`src/rtl/rxe_pkg.sv`:
```
package rxe_pkg;
  localparam int XLEN   = 64;
  localparam int NFMT   = 3;
  localparam int FMT_W  = 2;
  localparam int FMT_EW [NFMT] = '{5, 8, 11};
  localparam int FMT_FW [NFMT] = '{10, 23, 52};

  typedef enum logic [FMT_W-1:0] {
    FMT_HALF   = 2'd0,
    FMT_SINGLE = 2'd1,
    FMT_DOUBLE = 2'd2,
    FMT_ALT_DB = 2'd3
  } fmt_e;

  typedef struct packed {
    logic [XLEN-1:0] value;
    logic            invalid;
    logic            flushed;
  } lane_out_t;
endpackage

```
`src/rtl/rxe_lane.sv`:
```
module rxe_lane #(
  parameter int EW = 8,
  parameter int FW = 23,
  localparam int W = 1 + EW + FW
) (
  input  logic [W-1:0] op_i,
  input  logic         ftz_i,
  input  logic         dn_i,
  output logic [W-1:0] res_o,
  output logic         invalid_o,
  output logic         flushed_o
);
  localparam logic [EW-1:0] EXP_ZPATH = {{(EW-1){1'b1}}, 1'b0};
  localparam logic [W-1:0]  CANON_NAN = {1'b0, {EW{1'b1}}, 1'b1, {(FW-1){1'b0}}};
  localparam logic [W-1:0]  QUIET_BIT = W'(1) << (FW - 1);

  logic          sgn;
  logic [EW-1:0] exp_in;
  logic [FW-1:0] frac_in;
  logic          exp_ones, exp_zero, frac_nz, is_nan;
  logic [EW-1:0] exp_est;

  assign sgn     = op_i[W-1];
  assign exp_in  = op_i[W-2:FW];
  assign frac_in = op_i[FW-1:0];

  assign exp_ones = &exp_in;
  assign exp_zero = ~|exp_in;
  assign frac_nz  = |frac_in;
  assign is_nan   = exp_ones & frac_nz;

  // Zero and subnormal share one path, so flushing changes only the flag.
  assign exp_est = exp_zero ? EXP_ZPATH : ~exp_in;

  assign invalid_o = is_nan & ~frac_in[FW-1];
  assign flushed_o = ftz_i & exp_zero & frac_nz;

  always_comb begin
    if (is_nan)
      res_o = dn_i ? CANON_NAN : (op_i | QUIET_BIT);
    else
      res_o = {sgn, exp_est, {FW{1'b0}}};
  end
endmodule

```
`src/rtl/rxe_pick.sv`:
```
module rxe_pick
  import rxe_pkg::*;
#(
  parameter int N = NFMT
) (
  input  lane_out_t            lanes_i [N],
  input  logic [FMT_W-1:0]     fmt_i,
  output lane_out_t            sel_o
);
  always_comb begin
    sel_o = lanes_i[N-1];
    for (int k = 0; k < N; k++) begin
      if (fmt_i == FMT_W'(k)) sel_o = lanes_i[k];
    end
  end
endmodule

```
`src/rtl/recip_exp_est.sv`:
```
module recip_exp_est
  import rxe_pkg::*;
(
  input  logic            clk,
  input  logic            rst,
  input  logic [63:0]     operand_i,
  input  logic [1:0]      fmt_i,
  input  logic            ftz_i,
  input  logic            dn_mode_i,
  output logic [63:0]     result_o,
  output logic            invalid_o,
  output logic            flushed_o
);
  lane_out_t lanes [NFMT];
  lane_out_t picked;

  for (genvar g = 0; g < NFMT; g++) begin : g_lane
    localparam int LW = 1 + FMT_EW[g] + FMT_FW[g];
    logic [LW-1:0] r;
    logic          inv, fl;
    rxe_lane #(.EW(FMT_EW[g]), .FW(FMT_FW[g])) u_lane (
      .op_i      (operand_i[LW-1:0]),
      .ftz_i     (ftz_i),
      .dn_i      (dn_mode_i),
      .res_o     (r),
      .invalid_o (inv),
      .flushed_o (fl)
    );
    assign lanes[g] = '{value: XLEN'(r), invalid: inv, flushed: fl};
  end

  rxe_pick #(.N(NFMT)) u_pick (
    .lanes_i (lanes),
    .fmt_i   (fmt_i),
    .sel_o   (picked)
  );

  always_ff @(posedge clk) begin
    if (rst) begin
      result_o  <= '0;
      invalid_o <= 1'b0;
      flushed_o <= 1'b0;
    end else begin
      result_o  <= picked.value;
      invalid_o <= picked.invalid;
      flushed_o <= picked.flushed;
    end
  end

  AST_INVALID_QUIET_OUT: assert property (@(posedge clk) disable iff (rst)
    (invalid_o && $past(fmt_i) == FMT_SINGLE) |-> (result_o[30:23] == 8'hFF && result_o[22]))
    else $error("AST_INVALID_QUIET_OUT");
  AST_FLUSH_NEEDS_FTZ: assert property (@(posedge clk) disable iff (rst)
    flushed_o |-> $past(ftz_i))
    else $error("AST_FLUSH_NEEDS_FTZ");
  AST_FLUSH_NOT_NAN: assert property (@(posedge clk) disable iff (rst)
    !(flushed_o && invalid_o))
    else $error("AST_FLUSH_NOT_NAN");
  AST_HALF_UPPER_ZERO: assert property (@(posedge clk) disable iff (rst)
    ($past(fmt_i) == FMT_HALF) |-> (result_o[63:16] == '0))
    else $error("AST_HALF_UPPER_ZERO");
  AST_SINGLE_FRAC_ZERO: assert property (@(posedge clk) disable iff (rst)
    ($past(fmt_i) == FMT_SINGLE && result_o[30:23] != 8'hFF) |-> (result_o[22:0] == '0))
    else $error("AST_SINGLE_FRAC_ZERO");
endmodule

```
`config.mk`:
```
export PLATFORM = sky130hd
export DESIGN_NAME = recip_exp_est
export DESIGN_NICKNAME = d
export VERILOG_FILES = /design/src/rtl/rxe_pkg.sv /design/src/rtl/rxe_lane.sv /design/src/rtl/rxe_pick.sv /design/src/rtl/recip_exp_est.sv
export SDC_FILE = /design/constraint.sdc
export NUM_CORES = 1
export LEC_CHECK = 0
export ABC_AREA = 1
export BUFFER_PORTS_ARGS = -buffer_cell sky130_fd_sc_hd__buf_2
export CAP_MARGIN = 20
export CELL_PAD_IN_SITES_DETAIL_PLACEMENT = 1
export CELL_PAD_IN_SITES_GLOBAL_PLACEMENT = 1
export CORE_ASPECT_RATIO = 0.7
export CORE_MARGIN = 2
export CORE_UTILIZATION = 33
export CTS_BUF_LIST = sky130_fd_sc_hd__clkbuf_4 sky130_fd_sc_hd__clkbuf_8 sky130_fd_sc_hd__clkbuf_16
export CTS_CLUSTER_SIZE = 8
export DETAILED_ROUTE_END_ITERATION = 6
export GPL_TIMING_DRIVEN = 1
export PLACE_DENSITY = 0.94
export SKIP_CTS_REPAIR_TIMING = 1
export SLEW_MARGIN = 20
export SYNTH_ARGS = -nofsm -noshare
export SYNTH_HDL_FRONTEND = slang
export SYNTH_SLANG_ARGS = --single-unit
```
`constraint.sdc`:
```
create_clock -name clk -period 1.8 [get_ports clk]
set_input_delay 0.09 -clock clk [delete_from_list [all_inputs] [get_ports clk]]
set_output_delay 0.09 -clock clk [all_outputs]
set_load 0.005 [all_outputs]
```
==> results.md, run 1 <==
* CP startpoint: operand_i[20]
* Vias per cell at 4.60
* Vias at 2901
* Clk buf depth at 2
* Yosys cell types at 29
* WHS Endpoint: result_o[41]
* Slew @ Worst Pin at 0.471 ns
* Layout cell share with drive strength beyond 1 at 0.360
* Row cnt at 27
* Starting Density at 0.344
* Synth area leaders: dfxtp_1 48%, nand2_1 10%, nor2_1 9.2%
* Overflow after GRT at 0
* Synth Register Bits at 66
* Max IR drop VDD at 0.000531 V
* Layout Nets at 595
* RSZ-0062 raised after global routing: false
* Die W at 113 µm
* Period utilization at 0.922
* Synth top area share at 0.484
* Part of the Yosys area used for sequential elements at 0.484
* Htree depth at 3
* Vias in the first global route at 2835
* Clock slew seen by the registers of the worst setup and hold paths at 0.05 ns
* Final setup viols at 0
* PwrDens at 900 nW/µm²
* Slack of the critical path at 0.141 ns
* Mapped Nets at 435
* Dpl ws at 0.127 ns
* Largest net degree at the start of global routing at 21
* First-pass GRT wire length at 14.0 mm
* Crit path arrival time at 1.86 ns
* First-pass DRT Iterations at 4
* Total Wirelength at 9.26 mm
* Min Tclk post-route at 1.66 ns
* Slew HR at 0.683
* Total chip power at 0.00360 W
* # Max-Cap Violations at 0
* Starting DRC count in detailed routing at 122
* Leak at 2.17 nW
* Setup_tns at 0 ns
* Hold Path Depth at 3
* Ant diodes at 0
* Clock Sinks at 66
* CTS tree: yes
* Gr usage total at 0.203
* IO Count at 136
* DRT antenna net count at 0
* Drt wl/cell at 14.7 µm
* Synth-to-layout area growth at 46.4%
* CTS root buffer: clkbuf_16
* Req. time, crit path at 2.00 ns
* Failing checks: negative hold slack
* Full die area at 9030 µm²
* Num CTS Buffers at 9
* HP Class: in -> reg
* # port buffers at 135
* Post-synthesis cell area at 2730 µm²
* CP Launch Type: primary input
* Crit path capture type: flop
* Placer Congestion at 0.841
* Final HPWL DP at 7.12 mm
* Final hold vios at 7
* Synth area leader: dfxtp_1
* Slew Limit Fails at 0
* Die Y at 80.1 µm
* Avg Inst Size Synth at 7.48 µm²
* Min-delay src: operand_i[41]
* Cells after Synth at 365
* Yosys warnings at 0
* Fin util at 0.503
* Filler Cell Count at 1050
* Initial antenna violation count at 0
* Drt drc at 0
* Outcome: complete, but fails checks
* Hold_ws at -0.0133 ns
* CP Max Fanout at 4
* Max Clock Freq at 0.603 GHz
* Core ar. at 7940 µm²
* Crit Path Category: in -> reg
synth_stat cells (all sizes together):
library cell and n:
nand3 7, nor2 84, nor3 6, nand4 9, a31oi 2, dfxtp 66
buf 3, nand2 79, clkbuf 2, nand3b 1, a31o 1, nor4 3
inv 62, o211ai 2, clkinv 1, o21ai 18, a21oi 18, o21bai 1
how the worst max path moves through the flow:
stage	cells after the start	slack, ns	end
final	10	0.14	invalid_o
after global routing	13	0.007	result_o[44]
after CTS	11	0.46	invalid_o
after detailed placement	11	0.13	invalid_o
after global placement	11	0.08	invalid_o
after floorplan	11	0.64	result_o[22]
power by group:
part	switching, W	internal (W)	leakage (nW)
Sequential	0.00000581	0.00148	0.535
Clock	0.000635	0.00116	0.148
Combinational	0.000179	0.000136	1.49
through the flow:
step           hold WS [ns]  std cells  cell area [µm²]
2_1_floorplan         0.186        365             2730
3_3_place_gp          0.304        599             3530
3_5_place_dp          0.317        599             3530
4_1_cts             -0.0379        615             3840
5_1_grt            0.000571        631             4000
6_report            -0.0133        631             4000
kinds of logic (layout without fill, tap and decap cells):
family                 Yosys count  count (layout)  share of synthesized area
buffers and inverters           68             233                      0.103
and+or+nand+nor                189             189                      0.319
AOI/OAI and AO/OA               42              42                     0.0944
DFF                             66              66                      0.484
flip-flops by register name, indices dropped and copies added (netlist names):
signal / count
result_o: 64
flushed_o: 1
invalid_o: 1
routing by layer:
metal  wire [µm]  vias to the layer above  GRT usage
met1        4080                     1346      0.247
met2        4420                      101      0.335
met5           0                        -          0
met4         128                        0     0.0707
met3         637                       11     0.0725
li1            -                     1443          -
layout by cell type, fill, tap and decap left out, types with 2 or more instances in the layout:
| master | n |
|---|---|
| a21oi_1 | 18 |
| a31oi_1 | 2 |
| buf_2 | 135 |
| buf_4 | 2 |
| clkbuf_16 | 9 |
| clkbuf_8 | 2 |
| clkinvlp_4 | 2 |
| dfxtp_1 | 66 |
| dlygate4sd3_1 | 16 |
| inv_1 | 59 |
| inv_2 | 2 |
| nand2_1 | 73 |
| nand2_2 | 3 |
| nand2_4 | 3 |
| nand3_1 | 5 |
| nand4_1 | 9 |
| nor2_1 | 67 |
| nor2_2 | 15 |
| nor2_4 | 2 |
| nor3_1 | 5 |
| nor4_1 | 3 |
| o211ai_1 | 2 |
| o21ai_0 | 9 |
| o21ai_1 | 3 |
| o21ai_2 | 6 |
worst max-delay path, stage by stage:
cell	delay (ns)
dlygate4sd3_1	0.53
buf_2	0.12
nor2_1	0.07
nand2_1	0.06
nor2_1	0.14
nand3_1	0.22
nand3_2	0.19
nor2_1	0.05
o21ai_0	0.25
o21ai_0	0.13
area by class of cell:
cell class,instances,area [µm²],area share
Timing Repair Buffer,154,871,0.218
Inverter,63,239,0.0598
Clock buffer,12,260,0.0651
Sequential cell,66,1320,0.331
Multi-Input combinational cell,231,1130,0.282
Tap cell,101,126,0.0316
Clock inverter,4,50.0,0.0125
Note: power is estimated with default switching activity, not from simulation.
==> inputs of run 2 (changes only) <==
--- a/config.mk
+++ b/config.mk
@@ -12,12 +12,12 @@
 export CELL_PAD_IN_SITES_GLOBAL_PLACEMENT = 1
 export CORE_ASPECT_RATIO = 0.7
 export CORE_MARGIN = 2
-export CORE_UTILIZATION = 33
+export CORE_UTILIZATION = 28
 export CTS_BUF_LIST = sky130_fd_sc_hd__clkbuf_4 sky130_fd_sc_hd__clkbuf_8 sky130_fd_sc_hd__clkbuf_16
 export CTS_CLUSTER_SIZE = 8
 export DETAILED_ROUTE_END_ITERATION = 6
 export GPL_TIMING_DRIVEN = 1
-export PLACE_DENSITY = 0.94
+export PLACE_DENSITY = 0.85
 export SKIP_CTS_REPAIR_TIMING = 1
 export SLEW_MARGIN = 20
 export SYNTH_ARGS = -nofsm -noshare
==> constraint.sdc (replaced) <==
create_clock -name clk -period 1.42 [get_ports clk]
set_input_delay 0.071 -clock clk [delete_from_list [all_inputs] [get_ports clk]]
set_output_delay 0.071 -clock clk [all_outputs]
set_load 0.005 [all_outputs]
==> run 2 against run 1 <==
The flow still finishes with violations (negative hold slack). Sequential cell count stayed put. Die area is 17% higher. Non-clock buffer count is 34 higher. Routed wire length is 4.6% higher. Hold slack hardly changed. First-iteration DRC count is 1.6% lower. Critical path depth is 3 higher. Sequential share of layout area is 2.2 points lower. Via count is 3.9% higher.
==> results.md, run 2 (same netlist as run 1, synthesis figures left out) <==
* Outcome: complete, but fails checks (unchanged)
* Failing checks: negative hold slack (unchanged)
* # Max-Cap Violations at 0 (unchanged)
* Most common cell after layout, fill and taps aside: buf_2 (unchanged)
* Placer Congestion at 0.817 (was 0.841)
* First-pass GRT wire length at 14.3 mm (was 14.0 mm)
* Slew @ Worst Pin at 0.539 ns (was 0.471 ns)
* Largest Register: result_o (unchanged)
* Starting Density at 0.285 (was 0.344)
* Clock share of power at 0.459 (was 0.499)
* Synth-to-layout area growth at 57.0% (was 46.4%)
* Starting DRC count in detailed routing at 120 (was 122)
* Hold_ws at -0.0132 ns (was -0.0133 ns)
* Period utilization at 0.809
* Slew Limit Fails at 0 (unchanged)
* Reg power frac at 0.436 (was 0.414)
* Max IR drop VDD at 0.000671 V (was 0.000531 V)
* Crit path capture type: flop (unchanged)
* Max Clock Freq at 0.870 GHz
* Vias per cell at 4.36 (was 4.60)
* Placed instance area at 3740 µm² (was 3530 µm²)
* Worst path slowest cell: nor2_2 (was dlygate4sd3_1)
* Crit path arrival time at 1.37 ns (was 1.86 ns)
* Max incr delay on CP at 0.15 ns (was 0.53 ns)
* Non-Filler Cell Area, Final at 4290 µm² (was 4000 µm²)
* Layout Nets at 629 (was 595)
* Layout cell share with drive strength beyond 1 at 0.379 (was 0.360)
* DRT antenna net count at 0 (unchanged)
* Sequence of cells on the critical path: buf_2 > nor2_2 > nand2_1 > nor2_2 > nand2_1 > nor2_2 > nand2_2 > nand3_4 > nand2_4 > inv_4 > nand2_4 > nand2_1 > inv_1 (was dlygate4sd3_1 > buf_2 > nor2_1 > nand2_1 > nor2_1 > nand3_1 > nand3_2 > nor2_1 > o21ai_0 > o21ai_0)
* Leak at 2.31 nW (was 2.17 nW)
* Drt wl/cell at 14.0 µm (was 14.7 µm)
* Largest net degree at the start of global routing at 21 (unchanged)
* Final setup viols at 0 (unchanged)
* Clock Sinks at 66 (unchanged)
* IO Count at 136 (unchanged)
* Die W at 122 µm (was 113 µm)
* Core ar. at 9570 µm² (was 7940 µm²)
* Most frequent cells in the layout: 135 x buf_2, 73 x nand2_1, 67 x nor2_1 (unchanged)
* Drt drc at 0 (unchanged)
* Total Wirelength at 9.69 mm (was 9.26 mm)
* Row cnt at 30 (was 27)
* Slew HR at 0.638 (was 0.683)
* Net Sw Frac at 0.245 (was 0.228)
* Setup_tns at 0 ns (unchanged)
* CP Buf/Inv Count at 3 (was 2)
* CP Max Fanout at 9 (was 4)
* Vias at 3014 (was 2901)
* Delay-heaviest family, CP: simple AND/OR/NAND/NOR gates (unchanged)
* PwrDens at 1010 nW/µm² (was 900 nW/µm²)
* Clk buf depth at 2 (unchanged)
* CP Launch Type: primary input (unchanged)
* Vias in the first global route at 2971 (was 2835)
* CTS tree: yes (unchanged)
* Fin util at 0.448 (was 0.503)
* Die Y at 86.6 µm (was 80.1 µm)
* Htree depth at 3 (unchanged)
* Full die area at 10600 µm² (was 9030 µm²)
* Clock slew seen by the registers of the worst setup and hold paths at 0.06 ns (was 0.05 ns)
* RSZ-0062 raised after global routing: false (unchanged)
* Comb power frac at 0.105 (was 0.087)
* Final HPWL DP at 7.42 mm (was 7.12 mm)
* Ant diodes at 0 (unchanged)
* Internal power component at 0.00327 W (was 0.00278 W)
* Overflow after GRT at 0 (unchanged)
* Num CTS Buffers at 9 (unchanged)
* Min Tclk post-route at 1.15 ns
* Max reg flops at 64 (unchanged)
* Final hold vios at 6 (was 7)
* Largest registers: result_o (64), flushed_o (1), invalid_o (1) (unchanged)
* Crit Path Category: in -> reg (unchanged)
* CTS root buffer: clkbuf_16 (unchanged)
* Psw at 0.00106 W (was 0.000820 W)
* Req. time, crit path at 1.64 ns (was 2.00 ns)
* HP Class: in -> reg (unchanged)
* First-pass DRT Iterations at 4 (unchanged)
* Initial antenna violation count at 0 (unchanged)
* # port buffers at 135 (unchanged)
* Gr usage total at 0.174 (was 0.203)
## run 2: power groups by stage
stage	Clock, W	Combinational, W	Sequential, W
2_1_floorplan	0	0.000143	0.00193
3_3_place_gp	0	0.000373	0.00193
3_5_place_dp	0	0.000391	0.00193
4_1_cts	0.00203	0.000393	0.00189
5_1_grt	0.00211	0.000508	0.00189
6_report	0.00198	0.000454	0.00189
## run 2: worst paths after layout
path	startpoint	depth (start not counted)	end	slack, ns
hold / removal	operand_i[62]	2	result_o[62]	-0.01
setup / recovery	operand_i[9]	13	result_o[5]	0.27
## run 2: metal layers
| metal | track usage | wire (µm) |
|---|---|---|
| met5 | 0 | 0 |
| met1 | 0.218 | 4330 |
| met4 | 0.0491 | 110 |
| met2 | 0.297 | 4740 |
| met3 | 0.0447 | 508 |
## run 2: area by class of cell
cell class                 instances  area, µm²
inverter                          63        239
clock buffer                       9        225
sequential                        66       1320
timing repair buffer             188       1170
clock inverter                     7       46.3
fill                            1239       5290
multi-input combinational        231       1130
tap                              128        160
## run 2: per-stage QoR
step                      setup WS, ns  power (W)  std cells
after floorplan                  0.276    0.00207        365
after global placement          0.0144    0.00230        649
after detailed placement       -0.0838    0.00232        649
after CTS                        0.248    0.00431        665
after global routing            0.0921    0.00451        692
final                            0.271    0.00432        692
